## config.mk

```make
export PLATFORM = sky130hd
export DESIGN_NAME = hdrive_guard_seq
export DESIGN_NICKNAME = d
export VERILOG_FILES = /design/src/rtl/hdg_pkg.sv /design/src/rtl/hdg_line_cnt.sv /design/src/rtl/hdg_prot_latch.sv /design/src/rtl/hdrive_guard_seq.sv
export SDC_FILE = /design/constraint.sdc
export NUM_CORES = 1
export LEC_CHECK = 0
export ABC_AREA = 1
export CAP_MARGIN = 10
export CORE_ASPECT_RATIO = 1.5
export CORE_MARGIN = 2
export CORE_UTILIZATION = 35
export CTS_CLUSTER_DIAMETER = 200
export DETAILED_ROUTE_END_ITERATION = 10
export DONT_BUFFER_PORTS = 1
export GPL_ROUTABILITY_DRIVEN = 0
export RECOVER_POWER = 50
export SLEW_MARGIN = 20
export SYNTH_ARGS = -nofsm -noshare
export SYNTH_HDL_FRONTEND = slang
export SYNTH_SLANG_ARGS = --single-unit
```

## constraint.sdc

```tcl
create_clock -name clk -period 1.8 [get_ports clk]
set_input_delay 0.09 -clock clk [delete_from_list [all_inputs] [get_ports clk]]
set_output_delay 0.09 -clock clk [all_outputs]
set_load 0.01 [all_outputs]
```

## src/rtl/hdg_pkg.sv

```systemverilog
`timescale 1ns/1ps
package hdg_pkg;

  typedef enum logic [2:0] {
    ST_OFF  = 3'd0,
    ST_UP   = 3'd1,
    ST_RUN  = 3'd2,
    ST_DOWN = 3'd3,
    ST_DIS  = 3'd4
  } hdg_state_e;

  // drive is on in both ramps and in steady run
  function automatic logic drive_on(input hdg_state_e s);
    return (s == ST_UP) || (s == ST_RUN) || (s == ST_DOWN);
  endfunction

  function automatic logic ramping(input hdg_state_e s);
    return (s == ST_UP) || (s == ST_DOWN);
  endfunction

  // permission to run the horizontal drive
  function automatic logic drive_permit(input logic por, input logic cfg,
                                        input logic run, input logic kill);
    return !por && cfg && run && !kill;
  endfunction

endpackage

```

## src/rtl/hdg_line_cnt.sv

```systemverilog
`timescale 1ns/1ps
module hdg_line_cnt #(
  parameter int LIMIT = 4
) (
  input  logic clk,
  input  logic rst_n,
  input  logic active,
  input  logic line_tick,
  output logic hit
);
  localparam int CW = (LIMIT > 1) ? $clog2(LIMIT) : 1;
  localparam logic [CW-1:0] LAST = CW'(LIMIT - 1);

  logic [CW-1:0] cnt;

  assign hit = active && line_tick && (cnt == LAST);

  always_ff @(posedge clk) begin
    if (!rst_n || !active) cnt <= '0;
    else if (line_tick)    cnt <= (cnt == LAST) ? '0 : cnt + CW'(1);
  end
endmodule

```

## src/rtl/hdg_prot_latch.sv

```systemverilog
`timescale 1ns/1ps
module hdg_prot_latch (
  input  logic clk,
  input  logic rst_n,
  input  logic xray_trip,
  input  logic vguard_fail,
  input  logic flash_trip,
  input  logic xray_flag_only,
  input  logic flash_ignore,
  output logic stat_xray,
  output logic stat_vguard,
  output logic stat_flash,
  output logic kill
);
  logic kill_evt;
  assign kill_evt = (xray_trip && !xray_flag_only) || (flash_trip && !flash_ignore);

  always_ff @(posedge clk) begin
    if (!rst_n) begin
      stat_xray   <= 1'b0;
      stat_vguard <= 1'b0;
      stat_flash  <= 1'b0;
      kill        <= 1'b0;
    end else begin
      stat_xray   <= stat_xray   | xray_trip;
      stat_vguard <= stat_vguard | vguard_fail;
      stat_flash  <= stat_flash  | flash_trip;
      kill        <= kill        | kill_evt;
    end
  end
endmodule

```

## src/rtl/hdrive_guard_seq.sv

```systemverilog
`timescale 1ns/1ps
module hdrive_guard_seq
  import hdg_pkg::*;
#(
  parameter int LEVEL_W    = 8,
  parameter int STEP_LINES = 4,
  parameter int DIS_LINES  = 16
) (
  input  logic               clk,
  input  logic               rst_n,
  input  logic               line_tick,
  input  logic               run_req,
  input  logic               cfg_done,
  input  logic               por_flag,
  input  logic               blk_force,
  input  logic               rgb_low_req,
  input  logic               xray_flag_only,
  input  logic               vguard_blank_en,
  input  logic               flash_ignore,
  input  logic               overscan_hold_en,
  input  logic               xray_trip,
  input  logic               vguard_fail,
  input  logic               flash_trip,
  output logic               hdrv_en,
  output logic [LEVEL_W-1:0] duty,
  output logic               rgb_blank,
  output logic               bcl_en,
  output logic               discharge_on,
  output logic               overscan_hold,
  output logic               stat_xray,
  output logic               stat_vguard,
  output logic               stat_flash,
  output logic               stat_kill
);
  localparam logic [LEVEL_W-1:0] LVL_MAX = {LEVEL_W{1'b1}};
  localparam logic [LEVEL_W-1:0] LVL_ONE = LEVEL_W'(1);

  hdg_state_e         state, state_nx;
  logic [LEVEL_W-1:0] level, level_nx;

  // named internal events
  logic kill;
  logic permit;
  logic step;
  logic dis_done;
  logic in_ramp;
  logic in_dis;
  logic vg_blank;

  assign in_ramp = ramping(state);
  assign in_dis  = (state == ST_DIS);
  assign permit  = drive_permit(por_flag, cfg_done, run_req, kill);

  hdg_prot_latch u_prot (
    .clk            (clk),
    .rst_n          (rst_n),
    .xray_trip      (xray_trip),
    .vguard_fail    (vguard_fail),
    .flash_trip     (flash_trip),
    .xray_flag_only (xray_flag_only),
    .flash_ignore   (flash_ignore),
    .stat_xray      (stat_xray),
    .stat_vguard    (stat_vguard),
    .stat_flash     (stat_flash),
    .kill           (kill)
  );

  // step phase survives a ramp reversal: active over both ramp states
  hdg_line_cnt #(.LIMIT(STEP_LINES)) u_step (
    .clk       (clk),
    .rst_n     (rst_n),
    .active    (in_ramp),
    .line_tick (line_tick),
    .hit       (step)
  );

  hdg_line_cnt #(.LIMIT(DIS_LINES)) u_dis (
    .clk       (clk),
    .rst_n     (rst_n),
    .active    (in_dis),
    .line_tick (line_tick),
    .hit       (dis_done)
  );

  always_comb begin
    state_nx = state;
    level_nx = level;
    unique case (state)
      ST_OFF: begin
        level_nx = '0;
        if (permit) state_nx = ST_UP;
      end
      ST_UP: begin
        if (!permit)               state_nx = ST_DOWN;
        else if (level == LVL_MAX) state_nx = ST_RUN;
        else if (step)             level_nx = level + LVL_ONE;
      end
      ST_RUN: begin
        if (!permit) state_nx = ST_DOWN;
      end
      ST_DOWN: begin
        if (permit)           state_nx = ST_UP;
        else if (level == '0) state_nx = ST_DIS;
        else if (step)        level_nx = level - LVL_ONE;
      end
      ST_DIS: begin
        if (dis_done) state_nx = ST_OFF;
      end
      default: state_nx = ST_OFF;
    endcase
  end

  always_ff @(posedge clk) begin
    if (!rst_n) begin
      state <= ST_OFF;
      level <= '0;
    end else begin
      state <= state_nx;
      level <= level_nx;
    end
  end

  assign vg_blank      = vguard_blank_en && vguard_fail;
  assign hdrv_en       = drive_on(state);
  assign duty          = level;
  assign discharge_on  = in_dis && !blk_force;
  assign rgb_blank     = rgb_low_req || vg_blank || (in_dis && blk_force);
  assign bcl_en        = !rgb_blank;
  assign overscan_hold = overscan_hold_en && (in_dis || (state == ST_DOWN));
  assign stat_kill     = kill;
endmodule

```

* Yosys cells after proc, flatten, opt, wreduce, memory -nomap -nowiden
Cells that the tools add are included.
Word-level totals: register bits after elaboration 21, bits in latches 0, memory bits (writable) 0, ROM bits 0, input port bits 15, output and inout bits 17, word-level logic and storage cells 87, memories kept 0
Operators by class: add/subtract/negate cells 4, multipliers 0, divide/modulo/power cells 0, order comparisons 0, equality and inequality tests 18, shifts and indexed selects 0, mux-type cells 17, bitwise gates (word level) 4, reduce and logical (&&, ||, !) cells 36
Operator list (count):
- two-way mux 8 bit | 6
- case mux 8 bit (3 select lines) | 1
- two-way mux 3 bit | 7
- != test 2 bit, second input constant | 9
- case mux 3 bit (5 select lines) | 1
- logical AND 1 bit | 13
- logical NOT 1 bit | 9
- logical OR 1 bit | 9
- adder 8 x 1 -> 8 bit, second input constant | 1
- == test 8 bit, second input constant | 1
- logical NOT 8 bit | 1
- subtractor 8 x 1 -> 8 bit, second input constant | 1
- AND reduction 7 bit | 1
- == test 3 x 2 -> 1 bit, second input constant | 2
- != test 3 x 2 -> 1 bit, second input constant | 2
- AND reduction 5 bit | 1
- adder 4 x 1 -> 4 bit, second input constant | 1
- == test 4 bit, second input constant | 1
- two-way mux 4 bit | 1
- OR 1 bit | 4
- == test 3 x 1 -> 1 bit, second input constant | 1
- == test 3 bit, second input constant | 1
- logical NOT 3 bit | 1
- nonzero test 3 bit | 1
- 3 further kinds | 3

* Depth between registers and ports, before layout
Gate-level depths: netlist of the first run.
word-level depth 8, depth in mapped cells 13, depth with buffers taken out 13

* Hierarchy
From an unflattened synthesis of the first run, not the netlist that was laid out.
Unflattened totals: cell total of the unflattened synthesis 227, area total of the unflattened synthesis 1470.2 µm²
By module, submodules not included:
- hdrive_guard_seq | instances 1, cells each 164, area an instance 1032.2 µm², sequential area each 220.2 µm²
- hdg_line_cnt at u_dis | instances 1, cells each 29, area an instance 195.2 µm², sequential area each 80.1 µm²
- hdg_prot_latch | instances 1, cells each 19, area an instance 137.6 µm², sequential area each 80.1 µm²
- hdg_line_cnt at u_step | instances 1, cells each 15, area an instance 105.1 µm², sequential area each 40.0 µm²

* Worst setup path before layout of the first run
OpenSTA, ideal clock, no wires.
kind reg-to-reg, start register state[0], end register level[6], in the netlist duty[6], setup time 0.071 ns, data arrival time 1.694 ns, data required time 1.729 ns, setup slack 0.036 ns, cell stages (with the launch flop) 10, path buffers 0, clock period less this slack 1.764 ns, cell sequence dfxtp_1 -> nand2_1 -> nor2_4 -> ha_1 -> a21o_1 -> a21oi_1 -> nand2_1 -> nand3_1 -> nand3_1 -> a21oi_1
Between the ends: word-level cells in the longest chain between the ends 6, elaborated cells on any way between the ends 15, those cells by class 8 x eq/ne; 1 x mux; 6 x reduce/logical
Ends and longest elaborated chain:
- start: declaration | RTL line hdrive_guard_seq.sv:38 | hdg_state_e state, state_nx;
- start signal: assignment | RTL line hdrive_guard_seq.sv:118 | state <= state_nx;
- == test 3 x 1 -> 1 bit / == test 3 x 2 -> 1 bit (equally long branches) | RTL line hdg_pkg.sv:18, hdrive_guard_seq.sv:88
- logical OR 1 bit | RTL line hdg_pkg.sv:18 | return (s == ST_UP) || (s == ST_DOWN);
- logical AND 1 bit (2 in series) | RTL line hdg_line_cnt.sv:16 | assign hit = active && line_tick && (cnt == LAST);
- != test 2 bit (no source line)
- AND reduction 7 bit (no source line)
- end signal: assignment | RTL line hdrive_guard_seq.sv:119 | level <= level_nx;
- end: declaration | RTL line hdrive_guard_seq.sv:39 | logic [LEVEL_W-1:0] level, level_nx;
Parallel ways exist; a longest one is shown, timed or not. A chain may end at the register's enable or synchronous reset.

* Worst setup path after layout of the first run
start register state[1], end register level[4], in the netlist duty[4]
The elaborated chain is that of the path after synthesis.

==> impl_metrics.toml, run 1 <==
[status]
outcome = "complete, no violations"

[hold_path]
hold_class = "in -> reg"
hold_path_end = "u_step.cnt[1]"
min-delay-start = "line_tick"
whs_path_depth = 3

[critical_path]
cp_slowest_stage_delay_ns = 0.38
rrSetupSlack_ns = 0.1
cp.required_ns = 1.99
cp_top_family = "simple AND/OR/NAND/NOR gates"
cp.arrival_ns = 1.89
path_cells = "nand2_2, nor2_4, buf_12, buf_6, o21ai_1, nand2_1, inv_1, nand3_2, nor3_4, nand3_1, a21oi_1"
worstSetupStartpointType = "register"
cp_max_fo = 7
r2r-start = "state[1]"
critPathBufInv = 3
rr_endpoint = "duty[4]"
reg2reg_depth = 11
endpoint_kind = "register"
crit_type = "reg -> reg"
crit_path_top_delay_cell = "nor3_4"

[global_routing]
grtUsageTotal_pct = 17.1
grt_pass1_vias = 1443
grt_antenna_before_repair = 0
grt_pass1_wl_um = 6140
overflow = 0
grt_max_degree = 13

[final_layout]
seqCellArea_um2 = 429
final_cell_mix = "nand2_1, inv_1, nor2_1, nand3_1, a21oi_1"
antenna_cells = 0
layout-drive-gt1-share_pct = 18.4
layout_commonest_cell = "nand2_1"
multi_input_area_um2 = 911
fin_nets = 268
utilization_pct = 45.2
area_growth_pct = 25.4
fill_cells = 435

[cts]
clk-insertion-delay-late_ns = 0.26
cts_buffers = 3
cts_tree = "built"
cts_sinks = 21
cts_buffer_depth = 2
clk_pin_slew_ns = 0.07
clock-root-buffer = "clkbuf_8"
cts.htree.levels = 1

[place]
hpwl_um = 2730
port_buffers = 0
preCtsSetupSlack_ns = 0.0843

[logic_synthesis]
syn_area_um2 = 1400
synth_cell_types = 26
syn-num-nets = 244
ys_seq_elements = 21
synth.avg_cell_area_um2 = 6.32
synth_cells = 222
ys_seq_area_share_pct = 30.0
synth_warnings = 0

[routing]
wl_um = 3590
drtAntennaViolNets = 0
firstDrtPassIters = 4
viasPerCell = 5.00
drc = 0
wire_per_inst_um = 12.4
dr.first_iter.drc_count = 36
vias = 1450

[sta]
whs_ns = 0.0187
period_minus_slack_ns = 1.70
fin_ws_ns = 0.0979
slew_violations = 0
setup-violations-final = 0
hold_viol = 0
max_freq_ghz = 0.588
finClkSkew_ns = 0.00140
rsz0062_at_grt = "yes"
worst_pin_slew_ns = 0.444
relSlewSlack_pct = 70.4
min_period_over_period_pct = 94.6

[floorplan]
fp-row-count = 28
initial_utilization_pct = 36.1
core_area_um2 = 3890
die_w_um = 55.7
die_area_um2 = 4540
ios = 32
die_height_um = 81.5

[power_and_ir_drop]
p_leak_nw = 0.821
power_density_nw_per_um2 = 1050
vdd_drop_max_mv = 0.540

[job]
maxCapViolCount = 0
[Yosys cell counts]
| cell type | count | share of area, % |
|---|---|---|
| xnor2_1 | 1 | 0.62 |
| a21o_1 | 1 | 0.54 |
| o22ai_1 | 2 | 0.89 |
| inv_2 | 2 | 0.54 |
| nor2_2 | 1 | 0.45 |
| nand3_2 | 2 | 1.4 |
| nand2_4 | 1 | 0.80 |
| nor2_4 | 1 | 0.80 |
| xor2_1 | 4 | 2.5 |
| nand3_1 | 20 | 7.1 |
| o21ai_0 | 4 | 1.4 |
| o21ai_2 | 1 | 0.62 |
| dfxtp_1 | 21 | 30 |
| nor3_1 | 9 | 3.2 |
| nand2_1 | 62 | 17 |
| nor2_1 | 22 | 5.9 |
| ha_1 | 7 | 6.2 |
| o221ai_1 | 1 | 0.62 |
| a21oi_1 | 17 | 6.1 |
| clkbuf_1 | 1 | 0.27 |
| a31oi_1 | 1 | 0.45 |
| inv_1 | 34 | 9.1 |
| nor3_4 | 1 | 1.2 |
| nand4_1 | 4 | 1.8 |
| a21boi_0 | 1 | 0.54 |
| buf_2 | 1 | 0.36 |
[worst max path at each step]
stage	slack, ns	startpoint	endpoint	depth (start not counted)
2_1_floorplan	0.04	state[0]	duty[6]	9
3_3_place_gp	0.09	state[1]	duty[6]	10
3_5_place_dp	0.08	state[1]	duty[5]	10
4_1_cts	0.06	state[1]	duty[5]	10
5_1_grt	-0.03	state[0]	duty[5]	13
6_report	0.1	state[1]	duty[4]	11
[final cells by class]
class	instances	share of cell area [%]
Clock buffer	4	2.56
Multi-Input combinational cell	163	51.8
Inverter	36	7.68
Tap cell	45	3.20
Timing Repair Buffer	21	10.4
Sequential cell	21	24.4
[worst register-to-register path, stage by stage, from the launching register on]
cell and delay, ns:
dfxtp_2 0.33, nand2_2 0.08, nor2_4 0.05, buf_12 0.13
buf_6 0.12, o21ai_1 0.06, nand2_1 0.06, inv_1 0.06
nand3_2 0.09, nor3_4 0.38, nand3_1 0.12, a21oi_1 0.14
[where the power goes]
group,switching [mW],internal [mW]
sequential,0.0549,0.523
combinational,0.617,0.333
clock,0.154,0.158
[what timing repair did]
action,4_1_cts,5_1_grt
buffers inserted,0,3
hold endpoints to repair,10,0
gates resized for setup,0,23
hold buffers,5,0
setup endpoints to repair,0,9
[logic make-up (layout without fill, tap and decap cells)]
family,after synthesis,count (layout),share of synthesized area [%]
simple gates,123,123,39.3
buf+inv,38,61,10.3
compound gates,28,28,11.2
flops,21,21,30.0
fa+ha+maj,7,7,6.24
xor+xnor,5,5,3.12
[per-layer routing]
metal	track usage [%]	share of wire [%]	vias up
li1	-	-	763
met1	16.2	38	662
met3	2.68	3.0	7
met4	9.02	2.3	0
met2	34.6	57	18
met5	0	0	-
[stage by stage]
step	total power [mW]	instances	TNS [ns]	cell area, um^2
2_1_floorplan	1.20	222	0	1400
3_3_place_gp	1.44	278	0	1550
3_5_place_dp	1.43	278	0	1550
4_1_cts	1.78	287	0	1640
5_1_grt	2.00	290	-0.0604	1760
6_report	1.84	290	0	1760
[sequential cells by signal, summed over array words and instances (netlist names)]
| register | cells |
|---|---|
| duty | 8 |
| state | 3 |
| u_dis.cnt | 4 |
| u_prot.kill | 1 |
| u_prot.stat_flash | 1 |
| u_prot.stat_vguard | 1 |
| u_prot.stat_xray | 1 |
| u_step.cnt | 2 |
(Power assumes the default switching activity.)
==> run 2, diff against run 1 <==
MAX_ROUTING_LAYER = met4   (was unset)
==> impl_metrics.toml, run 2 (synthesis gave the netlist of run 1 again) <==
[routing]
dr.first_iter.drc_count = 33
viasPerCell = 5.02
wire_per_inst_um = 12.5
drtAntennaViolNets = 0
drc = 0
wl_um = 3610
firstDrtPassIters = 4
vias = 1457

[global_routing]
grtUsageTotal_pct = 17.5
grt_pass1_wl_um = 6130
grt_pass1_vias = 1445
grt_antenna_before_repair = 0
grt_max_degree = 13
overflow = 0

[sta]
period_minus_slack_ns = 1.69
relSlewSlack_pct = 69.8
max_freq_ghz = 0.591
whs_ns = 0.0175
worst_pin_slew_ns = 0.452
min_period_over_period_pct = 94.1
hold_viol = 0
setup-violations-final = 0
slew_violations = 0
finClkSkew_ns = 0.00159
rsz0062_at_grt = "yes"

[critical_path]
r2r-start = "state[1]"
rr_endpoint = "duty[4]"
rrSetupSlack_ns = 0.11
reg2reg_depth = 11
cp_max_fo = 7
worstSetupStartpointType = "register"
endpoint_kind = "register"
crit_path_top_delay_cell = "nor3_4"
cp_slowest_stage_delay_ns = 0.37
cp.arrival_ns = 1.89
path_cells = "nand2_2, nor2_4, buf_12, buf_6, o21ai_1, nand2_1, inv_1, nand3_2, nor3_4, nand3_1, a21oi_1"
crit_type = "reg -> reg"
cp.required_ns = 1.99

[cts]
clk_pin_slew_ns = 0.07
cts_sinks = 21
clk-insertion-delay-late_ns = 0.26
clock-root-buffer = "clkbuf_8"
cts_buffers = 3
cts.htree.levels = 1
cts_tree = "built"
cts_buffer_depth = 2

[final_layout]
layout_commonest_cell = "nand2_1"
multi_input_area_um2 = 911
instances_no_fill = 290
largest_reg_flops = 8
antenna_cells = 0
fill_cells = 435
seqCellArea_um2 = 429
final_cell_mix = "nand2_1, inv_1, nor2_1, nand3_1, a21oi_1"
area_growth_pct = 25.4
fin_nets = 268
layout-drive-gt1-share_pct = 18.4

[hold_path]
hold_path_end = "u_step.cnt[1]"
whs_path_depth = 3
min-delay-start = "line_tick"
hold_class = "in -> reg"

[floorplan]
initial_utilization_pct = 36.1
core_area_um2 = 3890
ios = 32
die_area_um2 = 4540
die_w_um = 55.7
die_height_um = 81.5
fp-row-count = 28

[job]
maxCapViolCount = 0

[power_and_ir_drop]
vdd_drop_max_mv = 0.542
p_leak_nw = 0.821
power_density_nw_per_um2 = 1050

[place]
hpwl_um = 2730
place_inst = 278
port_buffers = 0

[status]
outcome = "complete, no violations"
run 2: cell counts in the layout (fill, tap and decap cells not counted):
Identical to the previous run, type by type.
run 2: through the flow:
step | TNS, ns | worst slack [ns] | total power [mW] | cell area [um^2] | utilization [%]
finish | 0 | 0.107 | 1.84 | 1760 | 45.2
global route | -0.0604 | -0.0274 | 2.00 | 1760 | 45.2
CTS | 0 | 0.0640 | 1.78 | 1640 | 42.2
detailed placement | 0 | 0.0843 | 1.43 | 1550 | 39.8
global placement | 0 | 0.0925 | 1.44 | 1550 | 39.8
floorplan | 0 | 0.0356 | 1.20 | 1400 | -
run 2: power breakdown:
part / switching [mW] / internal [mW] / leakage (nW)
logic: 0.616 / 0.333 / 0.624
clock network: 0.156 / 0.158 / 0.0228
registers: 0.0550 / 0.523 / 0.174
total: 0.827 / 1.01 / 0.821
run 2: critical path: cells and delay by family, from the launching register on:
kind,cells,cell delay (ns)
buffers and inverters,3,0.31
AOI/OAI and AO/OA,2,0.20
and+or+nand+nor,6,0.77
DFF,1,0.33
run 2: how the worst max path moves through the flow:
stage,start,endpoint,cells past startpoint
2_1_floorplan,state[0],duty[6],9
3_3_place_gp,state[1],duty[6],10
3_5_place_dp,state[1],duty[5],10
4_1_cts,state[1],duty[5],10
5_1_grt,state[0],duty[5],13
6_report,state[1],duty[4],11
run 2: routing by layer:
layer / wire length [um] / part of all wire (%) / global-route usage, % / up-vias
li1: - / - / - / 763
met2: 2040 / 56 / 34.8 / 15
met4: 87 / 2.4 / 9.02 / 0
met1: 1400 / 39 / 16.3 / 672
met3: 84 / 2.3 / 2.36 / 7
met5: 0 / 0 / - / -
run 2: what timing repair did:
item,in CTS,in global routing
endpoints found under the hold margin,10,0
endpoints found under the setup margin,0,9
buffers inserted,0,3
hold buffers,5,0
gates resized for setup,0,23
run 2: layout make-up:
class	count	share of cell area, %
repair buffers	21	10.4
well taps	45	3.20
inverters	36	7.68
flip-flops and latches	21	24.4
clock buffers	4	2.56
multi-input cells	163	51.8
==> run 3, diff against run 2 <==
RECOVER_POWER = unset   (was 50)
==> impl_metrics.toml, run 3 (synthesis gave the netlist of run 1 again) <==
[cts]
clk-insertion-delay-late_ns = 0.26
cts_buffer_depth = 2
clock-root-buffer = "clkbuf_8"
cts_tree = "built"
cts_sinks = 21
clk_pin_slew_ns = 0.07
cts.htree.levels = 1
cts_buffers = 3

[routing]
vias = 1452
firstDrtPassIters = 4
drc = 0
drtAntennaViolNets = 0
wl_um = 3620
wire_per_inst_um = 12.5
dr.first_iter.drc_count = 39
viasPerCell = 5.01

[final_layout]
fin_nets = 268
layout_commonest_cell = "nand2_1"
multi_input_area_um2 = 911
seqCellArea_um2 = 429
area_growth_pct = 26.0
layout-drive-gt1-share_pct = 19.2
final_cell_mix = "nand2_1, inv_1, nor2_1, nand3_1, a21oi_1"
antenna_cells = 0
fill_cells = 433
largest_reg_flops = 8

[critical_path]
critPathBufInv = 3
cp.arrival_ns = 1.89
crit_type = "reg -> reg"
path_cells = "nand2_2, nor2_4, buf_12, buf_6, o21ai_1, nand2_1, inv_1, nand3_2, nor3_4, nand3_1, a21oi_1"
cp_max_fo = 7
cp.required_ns = 1.99
worstSetupStartpointType = "register"
endpoint_kind = "register"
crit_path_top_delay_cell = "nor3_4"
cp_top_family = "simple AND/OR/NAND/NOR gates"
cp_slowest_stage_delay_ns = 0.37

[sta]
max_freq_ghz = 0.590
min_period_over_period_pct = 94.2
hold_viol = 0
rsz0062_at_grt = "yes"
setup-violations-final = 0
finClkSkew_ns = 0.00178
period_minus_slack_ns = 1.70
relSlewSlack_pct = 70.4
whs_ns = 0.0172
worst_pin_slew_ns = 0.443
slew_violations = 0

[global_routing]
grt_pass1_wl_um = 6130
grt_pass1_vias = 1445
grt_max_degree = 13
grt_antenna_before_repair = 0
overflow = 0
grtUsageTotal_pct = 17.5

[power_and_ir_drop]
combPwrFrac_pct = 51.6
clkPwrFrac_pct = 17.1
p_leak_nw = 0.830
power.internal_mw = 1.01
vdd_drop_max_mv = 0.541
seq_power_share_pct = 31.3
p_sw_share_pct = 45.0
p_total_mw = 1.84
power_density_nw_per_um2 = 1040
p_sw_mw = 0.829

[floorplan]
ios = 32
core_area_um2 = 3890
fp-row-count = 28
die_height_um = 81.5
die_area_um2 = 4540
die_w_um = 55.7
initial_utilization_pct = 36.1

[hold_path]
hold_class = "in -> reg"

[job]
maxCapViolCount = 0

[place]
port_buffers = 0
hpwl_um = 2730

[status]
outcome = "complete, no violations"
[run 3: timing repair]
item | in CTS | in global routing
hold endpoints to repair | 10 | 0
resized for setup | 0 | 23
hold buffers | 5 | 0
buffers inserted | 0 | 3
endpoints found under the setup margin | 0 | 9
[run 3: worst paths after layout]
path         cells after the start       endpoint  slack, ns          start
max                             11        duty[4]       0.10       state[1]
min                              3  u_step.cnt[1]       0.02      line_tick
max reg2reg                     11        duty[4]       0.10       state[1]
min reg2reg                      2  u_step.cnt[1]       0.46  u_step.cnt[1]
[run 3: metrics by stage]
stage	worst slack (ns)	instance area, um^2	util [%]	instances	TNS (ns)
final	0.105	1770	45.4	290	0
after global routing	-0.0274	1770	45.4	290	-0.0604
after CTS	0.0640	1640	42.2	287	0
after detailed placement	0.0843	1550	39.8	278	0
after global placement	0.0925	1550	39.8	278	0
after floorplan	0.0356	1400	-	222	0
[run 3: area by class of cell]
class | instances | share of cell area, %
tap | 45 | 3.19
clock buffer | 4 | 2.55
inverter | 36 | 7.65
sequential | 21 | 24.3
timing repair buffer | 21 | 10.8
multi-input combinational | 163 | 51.6
[run 3: routing by layer]
layer	up-vias	routed length [um]	track usage [%]
met5	-	0	-
met4	0	87	9.02
met3	7	84	2.36
met2	15	2040	34.8
met1	667	1400	16.3
li1	763	-	-
[run 3: worst min-delay path, stage by stage]
cell	delay, ns
inv_1	0.05
nand2_1	0.06
a21oi_1	0.05
[run 3: power groups by stage]
stage | Combinational, mW | Clock [mW] | Sequential, mW
floorplan | 0.606 | 0 | 0.597
global placement | 0.862 | 0 | 0.574
detailed placement | 0.859 | 0 | 0.574
CTS | 0.878 | 0.337 | 0.563
global route | 1.06 | 0.352 | 0.584
finish | 0.951 | 0.315 | 0.578
